===== src/rtl/canModePkg.sv =====
package canModePkg;

  typedef enum logic [1:0] {
    MODE_SLEEP  = 2'd0,
    MODE_INIT   = 2'd1,
    MODE_NORMAL = 2'd2
  } canMode_e;

  // Strobes from the mode control to the status datapath
  typedef struct packed {
    logic setInitAck;
    logic clrInitAck;
    logic setSleepAck;
    logic clrSleepAck;
    logic inSleep;
    logic inNormal;
  } modeStrobes_t;

endpackage


===== src/rtl/canModeCtrl.sv =====
module canModeCtrl
  import canModePkg::*;
#(
  parameter int SYNC_BITS = 11
) (
  input  logic         clk,
  input  logic         rstN,
  input  logic         initReq,
  input  logic         sleepReq,
  input  logic         rxBit,
  input  logic         bitStrobe,
  output modeStrobes_t strb
);

  localparam int CNT_W = $clog2(SYNC_BITS + 1);
  localparam logic [CNT_W-1:0] LAST_CNT = CNT_W'(SYNC_BITS - 1);

  canMode_e mode, nextMode;
  logic [CNT_W-1:0] recCnt;
  logic syncDone;
  logic counting;

  assign counting = (mode == MODE_INIT) && !initReq && !sleepReq;
  assign syncDone = counting && bitStrobe && rxBit && (recCnt == LAST_CNT);

  always_comb begin
    nextMode = mode;
    if (initReq) begin
      nextMode = MODE_INIT;
    end else if (sleepReq) begin
      nextMode = MODE_SLEEP;
    end else begin
      case (mode)
        MODE_SLEEP:  nextMode = MODE_NORMAL;
        MODE_INIT:   nextMode = syncDone ? MODE_NORMAL : MODE_INIT;
        MODE_NORMAL: nextMode = MODE_NORMAL;
        default:     nextMode = MODE_SLEEP;
      endcase
    end
  end

  always_ff @(posedge clk or negedge rstN) begin
    if (!rstN) begin
      mode <= MODE_SLEEP;
    end else begin
      mode <= nextMode;
    end
  end

  // Consecutive recessive bit counter, advanced on strobes only
  always_ff @(posedge clk or negedge rstN) begin
    if (!rstN) begin
      recCnt <= '0;
    end else if (!counting) begin
      recCnt <= '0;
    end else if (bitStrobe) begin
      if (!rxBit || syncDone) begin
        recCnt <= '0;
      end else begin
        recCnt <= recCnt + 1'b1;
      end
    end
  end

  always_comb begin
    strb.setInitAck  = (mode != MODE_INIT) && (nextMode == MODE_INIT);
    strb.clrInitAck  = (mode == MODE_INIT) && (nextMode != MODE_INIT);
    strb.setSleepAck = (mode != MODE_SLEEP) && (nextMode == MODE_SLEEP);
    strb.clrSleepAck = (mode == MODE_SLEEP) && (nextMode != MODE_SLEEP);
    strb.inSleep     = (mode == MODE_SLEEP);
    strb.inNormal    = (mode == MODE_NORMAL);
  end

  // an init request always lands in initialization mode
  assert_init_entry_R3: assert property (@(posedge clk) disable iff (!rstN)
    initReq |=> (mode == MODE_INIT))
    else $error("init request did not enter init mode");

  // a dominant strobe never releases initialization
  assert_dominant_holds_R4: assert property (@(posedge clk) disable iff (!rstN)
    ((mode == MODE_INIT) && bitStrobe && !rxBit) |=> (mode == MODE_INIT))
    else $error("left init on a dominant bit");

  // counter stays below the run length
  assert_cnt_bound_R4: assert property (@(posedge clk) disable iff (!rstN)
    recCnt < CNT_W'(SYNC_BITS))
    else $error("recessive counter overran");

  // sleep request without init request lands in sleep mode
  assert_sleep_entry_R5: assert property (@(posedge clk) disable iff (!rstN)
    (sleepReq && !initReq) |=> (mode == MODE_SLEEP))
    else $error("sleep request not honoured");

endmodule


===== src/rtl/canStatusPath.sv =====
module canStatusPath
  import canModePkg::*;
#(
  parameter int ERR_W = 3
) (
  input  logic             clk,
  input  logic             rstN,
  input  modeStrobes_t     strb,
  input  logic             sofSeen,
  input  logic             rxBusy,
  input  logic             txBusy,
  input  logic [ERR_W-1:0] errFlags,
  input  logic [ERR_W-1:0] errEnables,
  input  logic             wakeIntEn,
  input  logic             errIntEn,
  input  logic             clrWrite,
  input  logic [7:0]       clrData,
  output logic [7:0]       statusReg,
  output logic             statusIrq
);

  localparam int WAKE_POS = 3;
  localparam int ERR_POS  = 2;

  logic initAck, sleepAck, wakeFlag, errFlag, rxAct, txAct;
  logic [ERR_W-1:0] errPrev;
  logic wakeSet, errSet, wakeClr, errClr;

  assign wakeSet = sofSeen && strb.inSleep;
  assign errSet  = |(errFlags & ~errPrev & errEnables);
  assign wakeClr = clrWrite && clrData[WAKE_POS];
  assign errClr  = clrWrite && clrData[ERR_POS];

  always_ff @(posedge clk or negedge rstN) begin
    if (!rstN) begin
      initAck  <= 1'b0;
      sleepAck <= 1'b1;
    end else begin
      if (strb.setInitAck) initAck <= 1'b1;
      else if (strb.clrInitAck) initAck <= 1'b0;
      if (strb.setSleepAck) sleepAck <= 1'b1;
      else if (strb.clrSleepAck) sleepAck <= 1'b0;
    end
  end

  // Latched flags: hardware set wins over software clear
  always_ff @(posedge clk or negedge rstN) begin
    if (!rstN) begin
      wakeFlag <= 1'b0;
      errFlag  <= 1'b0;
      errPrev  <= '0;
    end else begin
      errPrev <= errFlags;
      if (wakeSet) wakeFlag <= 1'b1;
      else if (wakeClr) wakeFlag <= 1'b0;
      if (errSet) errFlag <= 1'b1;
      else if (errClr) errFlag <= 1'b0;
    end
  end

  always_ff @(posedge clk or negedge rstN) begin
    if (!rstN) begin
      rxAct <= 1'b0;
      txAct <= 1'b0;
    end else begin
      rxAct <= rxBusy && strb.inNormal;
      txAct <= txBusy && strb.inNormal;
    end
  end

  assign statusReg = {2'b00, rxAct, txAct, wakeFlag, errFlag, sleepAck, initAck};
  assign statusIrq = (wakeFlag && wakeIntEn) || (errFlag && errIntEn);

  // acknowledges are never both set
  assert_ack_excl_R3: assert property (@(posedge clk) disable iff (!rstN)
    !(initAck && sleepAck))
    else $error("both acknowledges set");

  // SOF while asleep sets the wake-up flag
  assert_wake_set_R6: assert property (@(posedge clk) disable iff (!rstN)
    (sofSeen && strb.inSleep) |=> wakeFlag)
    else $error("wake-up flag missed");

  // a clear with no competing set empties the wake-up flag
  assert_wake_clr_R8: assert property (@(posedge clk) disable iff (!rstN)
    (clrWrite && clrData[WAKE_POS] && !sofSeen) |=> !wakeFlag)
    else $error("wake-up flag not cleared");

  // activity bits read 0 after a non-normal cycle
  assert_act_mode_R11: assert property (@(posedge clk) disable iff (!rstN)
    !strb.inNormal |=> (!rxAct && !txAct))
    else $error("activity outside normal mode");

endmodule


===== src/rtl/canModeStatus.sv =====
module canModeStatus
  import canModePkg::*;
#(
  parameter int SYNC_BITS = 11,
  parameter int ERR_W     = 3
) (
  input  logic             clk,
  input  logic             rstN,
  input  logic             initReq,
  input  logic             sleepReq,
  input  logic             rxBit,
  input  logic             bitStrobe,
  input  logic             sofSeen,
  input  logic             rxBusy,
  input  logic             txBusy,
  input  logic [ERR_W-1:0] errFlags,
  input  logic [ERR_W-1:0] errEnables,
  input  logic             wakeIntEn,
  input  logic             errIntEn,
  input  logic             clrWrite,
  input  logic [7:0]       clrData,
  output logic [7:0]       rdData,
  output logic             statusIrq
);

  modeStrobes_t strb;

  canModeCtrl #(.SYNC_BITS(SYNC_BITS)) i_ctrl (
    .clk(clk), .rstN(rstN), .initReq(initReq), .sleepReq(sleepReq),
    .rxBit(rxBit), .bitStrobe(bitStrobe), .strb(strb)
  );

  canStatusPath #(.ERR_W(ERR_W)) i_path (
    .clk(clk), .rstN(rstN), .strb(strb), .sofSeen(sofSeen),
    .rxBusy(rxBusy), .txBusy(txBusy), .errFlags(errFlags),
    .errEnables(errEnables), .wakeIntEn(wakeIntEn), .errIntEn(errIntEn),
    .clrWrite(clrWrite), .clrData(clrData), .statusReg(rdData),
    .statusIrq(statusIrq)
  );

  // reserved bits read 0
  assert_reserved_R2: assert property (@(posedge clk) disable iff (!rstN)
    rdData[7:6] == 2'b00)
    else $error("reserved bits set");

endmodule


===== config.mk =====
export PLATFORM = sky130hd
export DESIGN_NAME = canModeStatus
export DESIGN_NICKNAME = d
export VERILOG_FILES = /design/src/rtl/canModePkg.sv /design/src/rtl/canModeCtrl.sv /design/src/rtl/canStatusPath.sv /design/src/rtl/canModeStatus.sv
export SDC_FILE = /design/constraint.sdc
export NUM_CORES = 1
export LEC_CHECK = 0
export BUFFER_PORTS_ARGS = -buffer_cell sky130_fd_sc_hd__clkbuf_2
export CORE_MARGIN = 2
export CORE_UTILIZATION = 48
export CTS_CLUSTER_DIAMETER = 100
export CTS_CLUSTER_SIZE = 25
export DETAILED_ROUTE_END_ITERATION = 6
export PLACE_DENSITY = 0.88
export SYNTH_ARGS = -nofsm -noshare
export SYNTH_HDL_FRONTEND = slang
export SYNTH_HIERARCHICAL = 1
export SYNTH_SLANG_ARGS = --single-unit

===== constraint.sdc =====
create_clock -name clk -period 4.3 [get_ports clk]
set_clock_uncertainty 0.15 [all_clocks]
set_input_delay 0.43 -clock clk [delete_from_list [all_inputs] [get_ports clk]]
set_output_delay 0.43 -clock clk [all_outputs]
set_load 0.02 [all_outputs]

# Word-level counts from Yosys, hierarchy flattened
# Cells that the tools add are included.
# Widths: inputs -> output; s select.
[word_totals]
register_bits = 15
latchBits = 0
ram_bits = 0
mem_bits_ro = 0
input_bits = 26
elab_cells = 66
mem_count = 0
[classes]
add_sub_neg = 1
multipliers = 0
div = 0
order_cmp = 0
n_eq_ne = 7
n_shift = 0
muxes = 15
n_bitwise = 3
n_reduce_logical = 31
[ops]
columns = ["op", "count"]
rows = [
  ["$logic_and 1x1->1", 16],
  ["$mux 4", 3],
  ["$reduce_bool 2->1", 6],
  ["$mux 1", 8],
  ["$and 3x3->3", 2],
  ["$mux 2", 3],
  ["$add 4x1->4 const B", 1],
  ["$eq 2x1->1 const B", 2],
  ["$eq 4x4->1 const B", 1],
  ["$logic_not 2->1", 2],
  ["$ne 2x1->1 const B", 2],
  ["$pmux 2 s2", 1],
  ["$logic_not 1->1", 3],
  ["$not 3->3", 1],
  ["$reduce_or 3->1", 1],
  ["$eq 2x2->1 const B", 1],
  ["$logic_or 1x1->1", 2],
  ["$ne 2x2->1 const B", 1],
  ["$reduce_or 2->1", 1],
]

# Longest topological paths before layout
[logic_depth]
ltp_word = 14
mapped_depth = 7

# Cells and area by module
# Netlist, hierarchy kept.
[by_module_without_submodules]
columns = ["module", "instances", "cells_per_inst", "area_each_um2", "seq_area_each_um2"]
rows = [
  ["canModeCtrl", 1, 45, 394.1, 150.1],
  ["canStatusPath", 1, 32, 385.4, 226.5],
]

# Least setup slack after synthesis
# OpenSTA, ideal clock, no wires.
[synth_timing]
path_kind = "register to register"
start = "reg i_ctrl.recCnt[0]"
end = "reg i_path.initAck"
arrival_time_ns = 1.275
path_slack_ns = 2.757
stages_incl_launch_ff = 8
n_path_buf = 0
period_less_slack_ns = 1.543
path_cell_list = "dfrtp_1 -> inv_1 -> ha_1 -> and3b_1 -> a31oi_1 -> nor3_1 -> inv_1 -> a21o_1"
[synth_lines]
columns = ["item", "line", "source"]
rows = [
  ["from (decl)", "canModeCtrl.sv:19", "logic [CNT_W-1:0] recCnt;"],
  ["from (signal assigned)", "canModeCtrl.sv:60", "recCnt <= recCnt + 1'b1;"],
  ["to (signal assigned)", "canStatusPath.sv:36", "initAck <= 1'b0;"],
  ["to (signal assigned)", "canStatusPath.sv:39", "if (strb.setInitAck) initAck <= 1'b1;"],
  ["to (signal assigned)", "canStatusPath.sv:40", "else if (strb.clrInitAck) initAck <= 1'b0;"],
  ["to (decl)", "canStatusPath.sv:25", "logic initAck, sleepAck, wakeFlag, errFlag, rxAct, txAct;"],
]

==> tab_implementation.tex <==
\begin{tabular}{lr}
\hline
Metric & Value \\
\hline
\multicolumn{2}{l}{\textbf{Hold path}} \\
\quad Worst Hold Path Cells & 1 \\
\quad End of the worst hold path & i\_path/errPrev[1] \\
\quad Worst min path class & input port to flop \\
\quad Launch point of the worst hold path & errFlags[1] \\
\multicolumn{2}{l}{\textbf{Route}} \\
\quad Via Count & 629 \\
\quad Vias per std cell & 5.38 \\
\quad Count of antenna-violating nets left after detailed routing & 0 \\
\quad Mean routed wirelength per cell & 12.2 um \\
\quad Number of search-and-repair iterations in the first detailed-routing pass & 4 \\
\quad Total wirelength of the detailed-routed design & 1.43 mm \\
\quad Post-detailed-route DRC marker count & 0 \\
\quad Detailed Route Iter0 Violations & 32 \\
\multicolumn{2}{l}{\textbf{Die}} \\
\quad Initial Util & 51.7\% \\
\quad Die Outline Area & 0.00196 mm2 \\
\quad Core Area & 0.00151 mm2 \\
\quad Row count & 14 \\
\quad Height of the die & 44.3 um \\
\quad Boundary pin count & 35 \\
\quad Horizontal extent of the die & 44.3 um \\
\multicolumn{2}{l}{\textbf{STA}} \\
\quad Minimum period implied by the final worst setup slack & 1690 ps \\
\quad Total of endpoints with negative setup slack in the final report & 0 \\
\quad Final count of pins violating max slew & 0 \\
\quad Worst hold margin & 112 ps \\
\quad Hold violation count in the final report & 0 \\
\quad Unrepaired setup endpoints after global routing & false \\
\quad Final period util & 39.2\% \\
\quad Post-route setup TNS & 0 ps \\
\quad Maximum achievable frequency & 593 MHz \\
\multicolumn{2}{l}{\textbf{Yosys}} \\
\quad Sequential element share of the synthesized area & 48.3\% \\
\quad Share of the synthesized area in the top cell type & 44.9\% \\
\quad Cell count after synthesis & 77 \\
\quad Cell area after synthesis & 779 um2 \\
\quad Unique masters post-synth & 29 \\
\quad Average footprint of a synthesized cell & 10.1 um2 \\
\quad Warnings from Yosys & 6 \\
\quad Synthesis-stage register bit count & 15 \\
\quad Cells taking the most area after synthesis & sky130\_fd\_sc\_hd\_\_dfrtp\_1 (45\%), sky130\_fd\_sc\_hd\_\_buf\_4 (7.7\%), sky130\_fd\_sc\_hd\_\_dfstp\_2 (3.4\%), sky130\_fd\_sc\_hd\_\_inv\_1 (3.4\%), sky130\_fd\_sc\_hd\_\_a21oi\_1 (3.2\%) \\
\quad Biggest area consumer among synthesized cells & sky130\_fd\_sc\_hd\_\_dfrtp\_1 \\
\multicolumn{2}{l}{\textbf{Place}} \\
\quad Port Buffers & 26 \\
\quad Dpl hpwl & 1.14 mm \\
\quad Routability Congestion & 0.787 \\
\quad Post-placement cell count & 112 \\
\multicolumn{2}{l}{\textbf{Worst setup path}} \\
\quad Worst path arrival time & 1710 ps \\
\quad Critical path class & flop to flop \\
\quad CP required & 4320 ps \\
\quad R2R depth & 7 \\
\quad Largest fanout of any net on the critical path & 6 \\
\quad Register-to-register setup slack & 2610 ps \\
\quad Critical register-to-register path endpoint & i\_path/initAck \\
\quad Crit. End Element & flop \\
\quad Kind of start point of the critical path & flop \\
\quad FF-to-FF Start & i\_ctrl/recCnt[0] \\
\multicolumn{2}{l}{\textbf{CTS}} \\
\quad TritonCTS clock tree & done \\
\quad Clock slew seen by the registers of the worst setup and hold paths & 90 ps \\
\quad Clk Tree Root Cell & sky130\_fd\_sc\_hd\_\_clkbuf\_4 \\
\quad Count of cells resized by post-cts repair & 0 \\
\quad Clock latency on the worst-skew pair & 280 ps \\
\quad Htree depth & 1 \\
\quad Maximum clock insertion buffer count & 2 \\
\quad Number of CTS-inserted buffers & 3 \\
\quad Clock Sinks & 15 \\
\multicolumn{2}{l}{\textbf{Cells and area}} \\
\quad Nets & 130 \\
\quad Most frequent standard cell in the layout excluding fill and tap cells & sky130\_fd\_sc\_hd\_\_clkbuf\_2 \\
\quad Antenna Cells & 0 \\
\quad Area grow syn2layout & 16.9\% \\
\quad Fill count & 134 \\
\quad Number of standard cells in the final layout excluding fillers & 117 \\
\quad Area used by multi-input combinational logic & 320 um2 \\
\quad Fraction of layout cells with a size suffix above 1 & 32.7\% \\
\quad Register area & 377 um2 \\
\quad Top library cells by usage in the layout, fill and taps aside & sky130\_fd\_sc\_hd\_\_clkbuf\_2 (26), sky130\_fd\_sc\_hd\_\_dfrtp\_1 (14), sky130\_fd\_sc\_hd\_\_inv\_1 (7) \\
\multicolumn{2}{l}{\textbf{Power}} \\
\quad Static Leakage & 0.458 nW \\
\quad Final Power & 0.288 mW \\
\quad Peak ir drop on the vdd network & 0.160 mV \\
\quad Ratio of total power to cell area & 316 mW/mm2 \\
\multicolumn{2}{l}{\textbf{GRT}} \\
\quad Maximum number of pins on one net before global-route repair & 16 \\
\quad Remaining Overflow, GRT & 0 \\
\quad Gr usage total & 17.2\% \\
\quad Number of antenna violations at the first check in global routing & 0 \\
\quad Wire length of the first global-routing pass & 2.39 mm \\
\quad Via count of the first global-routing pass & 570 \\
\multicolumn{2}{l}{\textbf{Job}} \\
\quad Max-cap violations & 0 \\
\multicolumn{2}{l}{\textbf{Outcome}} \\
\quad Run status & complete, no violations \\
\hline
\end{tabular}
[logic make-up (layout without fill, tap and decap cells)]
| group | Yosys count | in the layout | share of synthesized area [%] |
|---|---|---|---|
| simple gates | 24 | 24 | 19.1 |
| compound gates | 20 | 20 | 17.8 |
| flops | 15 | 15 | 48.3 |
| buf+inv | 15 | 38 | 11.1 |
| fa+ha+maj | 2 | 2 | 3.21 |
| other cells | 1 | 2 | 0.481 |
[stage by stage]
step / cell area (um2) / util, % / setup slack [ps]
after global placement: 873 / 58.0 / 2630
after detailed placement: 873 / 58.0 / 2630
after global routing: 911 / 60.5 / 2450
final: 911 / 60.5 / 2610
after CTS: 911 / 60.5 / 2620
after floorplan: 783 / - / 2760
[routing by layer]
| layer | GRT usage (%) | routed length, um | up-vias | part of all wire, % |
|---|---|---|---|---|
| met5 | 0 | 0 | - | 0 |
| met4 | 9.09 | 15 | 0 | 1.1 |
| met3 | 4.90 | 68 | 2 | 4.8 |
| met2 | 27.9 | 778 | 25 | 55 |
| met1 | 20.7 | 564 | 294 | 40 |
| li1 | - | - | 308 | - |
[flip-flops by register name, summed over array words and instances, names as in the netlist]
signal,cells
i_path/rxAct,1
i_ctrl/recCnt,4
i_path/errPrev,3
i_path/errFlag,1
i_ctrl/mode,2
i_path/txAct,1
i_path/wakeFlag,1
i_path/initAck,1
i_path/sleepAck,1
[critical path, stage by stage (launching register included)]
cell and delay (ps):
sky130_fd_sc_hd__dfrtp_1 440, sky130_fd_sc_hd__inv_1 80, sky130_fd_sc_hd__ha_1 170, sky130_fd_sc_hd__and3b_1 240, sky130_fd_sc_hd__a31oi_1 120, sky130_fd_sc_hd__nor3_1 180, sky130_fd_sc_hd__inv_1 50, sky130_fd_sc_hd__a21o_1 150
[area by class of cell]
cell class,instances,share of cell area [%]
well taps,16,2.20
inverters,7,2.88
multi-input cells,48,35.2
clock buffers,3,2.47
flip-flops and latches,15,41.3
clock inverters,1,0.549
repair buffers,27,15.4
[worst max-delay path by stage]
stage                     start              to  cells past startpoint
6_report       i_ctrl/recCnt[0]  i_path/initAck                      7
4_1_cts        i_ctrl/recCnt[0]  i_path/initAck                      7
3_3_place_gp   i_ctrl/recCnt[0]  i_path/initAck                      7
3_5_place_dp   i_ctrl/recCnt[0]  i_path/initAck                      7
2_1_floorplan  i_ctrl/recCnt[0]  i_path/initAck                      7
5_1_grt        i_ctrl/recCnt[0]  i_path/initAck                      7
[what timing repair did]
action	in CTS	in global routing
hold buffers	1	0
buffers inserted	0	0
hold endpoints to repair	14	0
[synthesized netlist by cell type]
cell type                   instances
sky130_fd_sc_hd__buf_4              8
sky130_fd_sc_hd__nand4bb_2          1
sky130_fd_sc_hd__inv_1              7
sky130_fd_sc_hd__o32a_1             1
sky130_fd_sc_hd__a31oi_1            1
sky130_fd_sc_hd__ha_1               2
sky130_fd_sc_hd__and2_1             2
sky130_fd_sc_hd__and3b_1            2
sky130_fd_sc_hd__a22o_1             2
sky130_fd_sc_hd__a21bo_1            1
sky130_fd_sc_hd__dfstp_2            1
sky130_fd_sc_hd__a31o_2             1
sky130_fd_sc_hd__nor3_1             1
sky130_fd_sc_hd__nand4_1            2
sky130_fd_sc_hd__o2111ai_1          1
sky130_fd_sc_hd__nand2b_1           1
sky130_fd_sc_hd__nor2b_1            1
sky130_fd_sc_hd__a21oi_1            5
sky130_fd_sc_hd__nor2_1             3
sky130_fd_sc_hd__o21ai_0            3
sky130_fd_sc_hd__a21boi_0           2
sky130_fd_sc_hd__dfrtp_1           14
sky130_fd_sc_hd__or3_1              2
sky130_fd_sc_hd__a211oi_1           1
sky130_fd_sc_hd__conb_1             1
sky130_fd_sc_hd__a21o_1             2
sky130_fd_sc_hd__nor3b_1            1
sky130_fd_sc_hd__nand3b_1           3
sky130_fd_sc_hd__nand2_1            5
[where the power goes]
part	leakage, nW	switching, mW	internal [mW]	total (mW)
combinational	0.253	0.0287	0.0223	0.0510
sequential	0.187	0.00618	0.151	0.157
clock	0.0177	0.0453	0.0345	0.0798
Power figures use the tool's default switching activity.
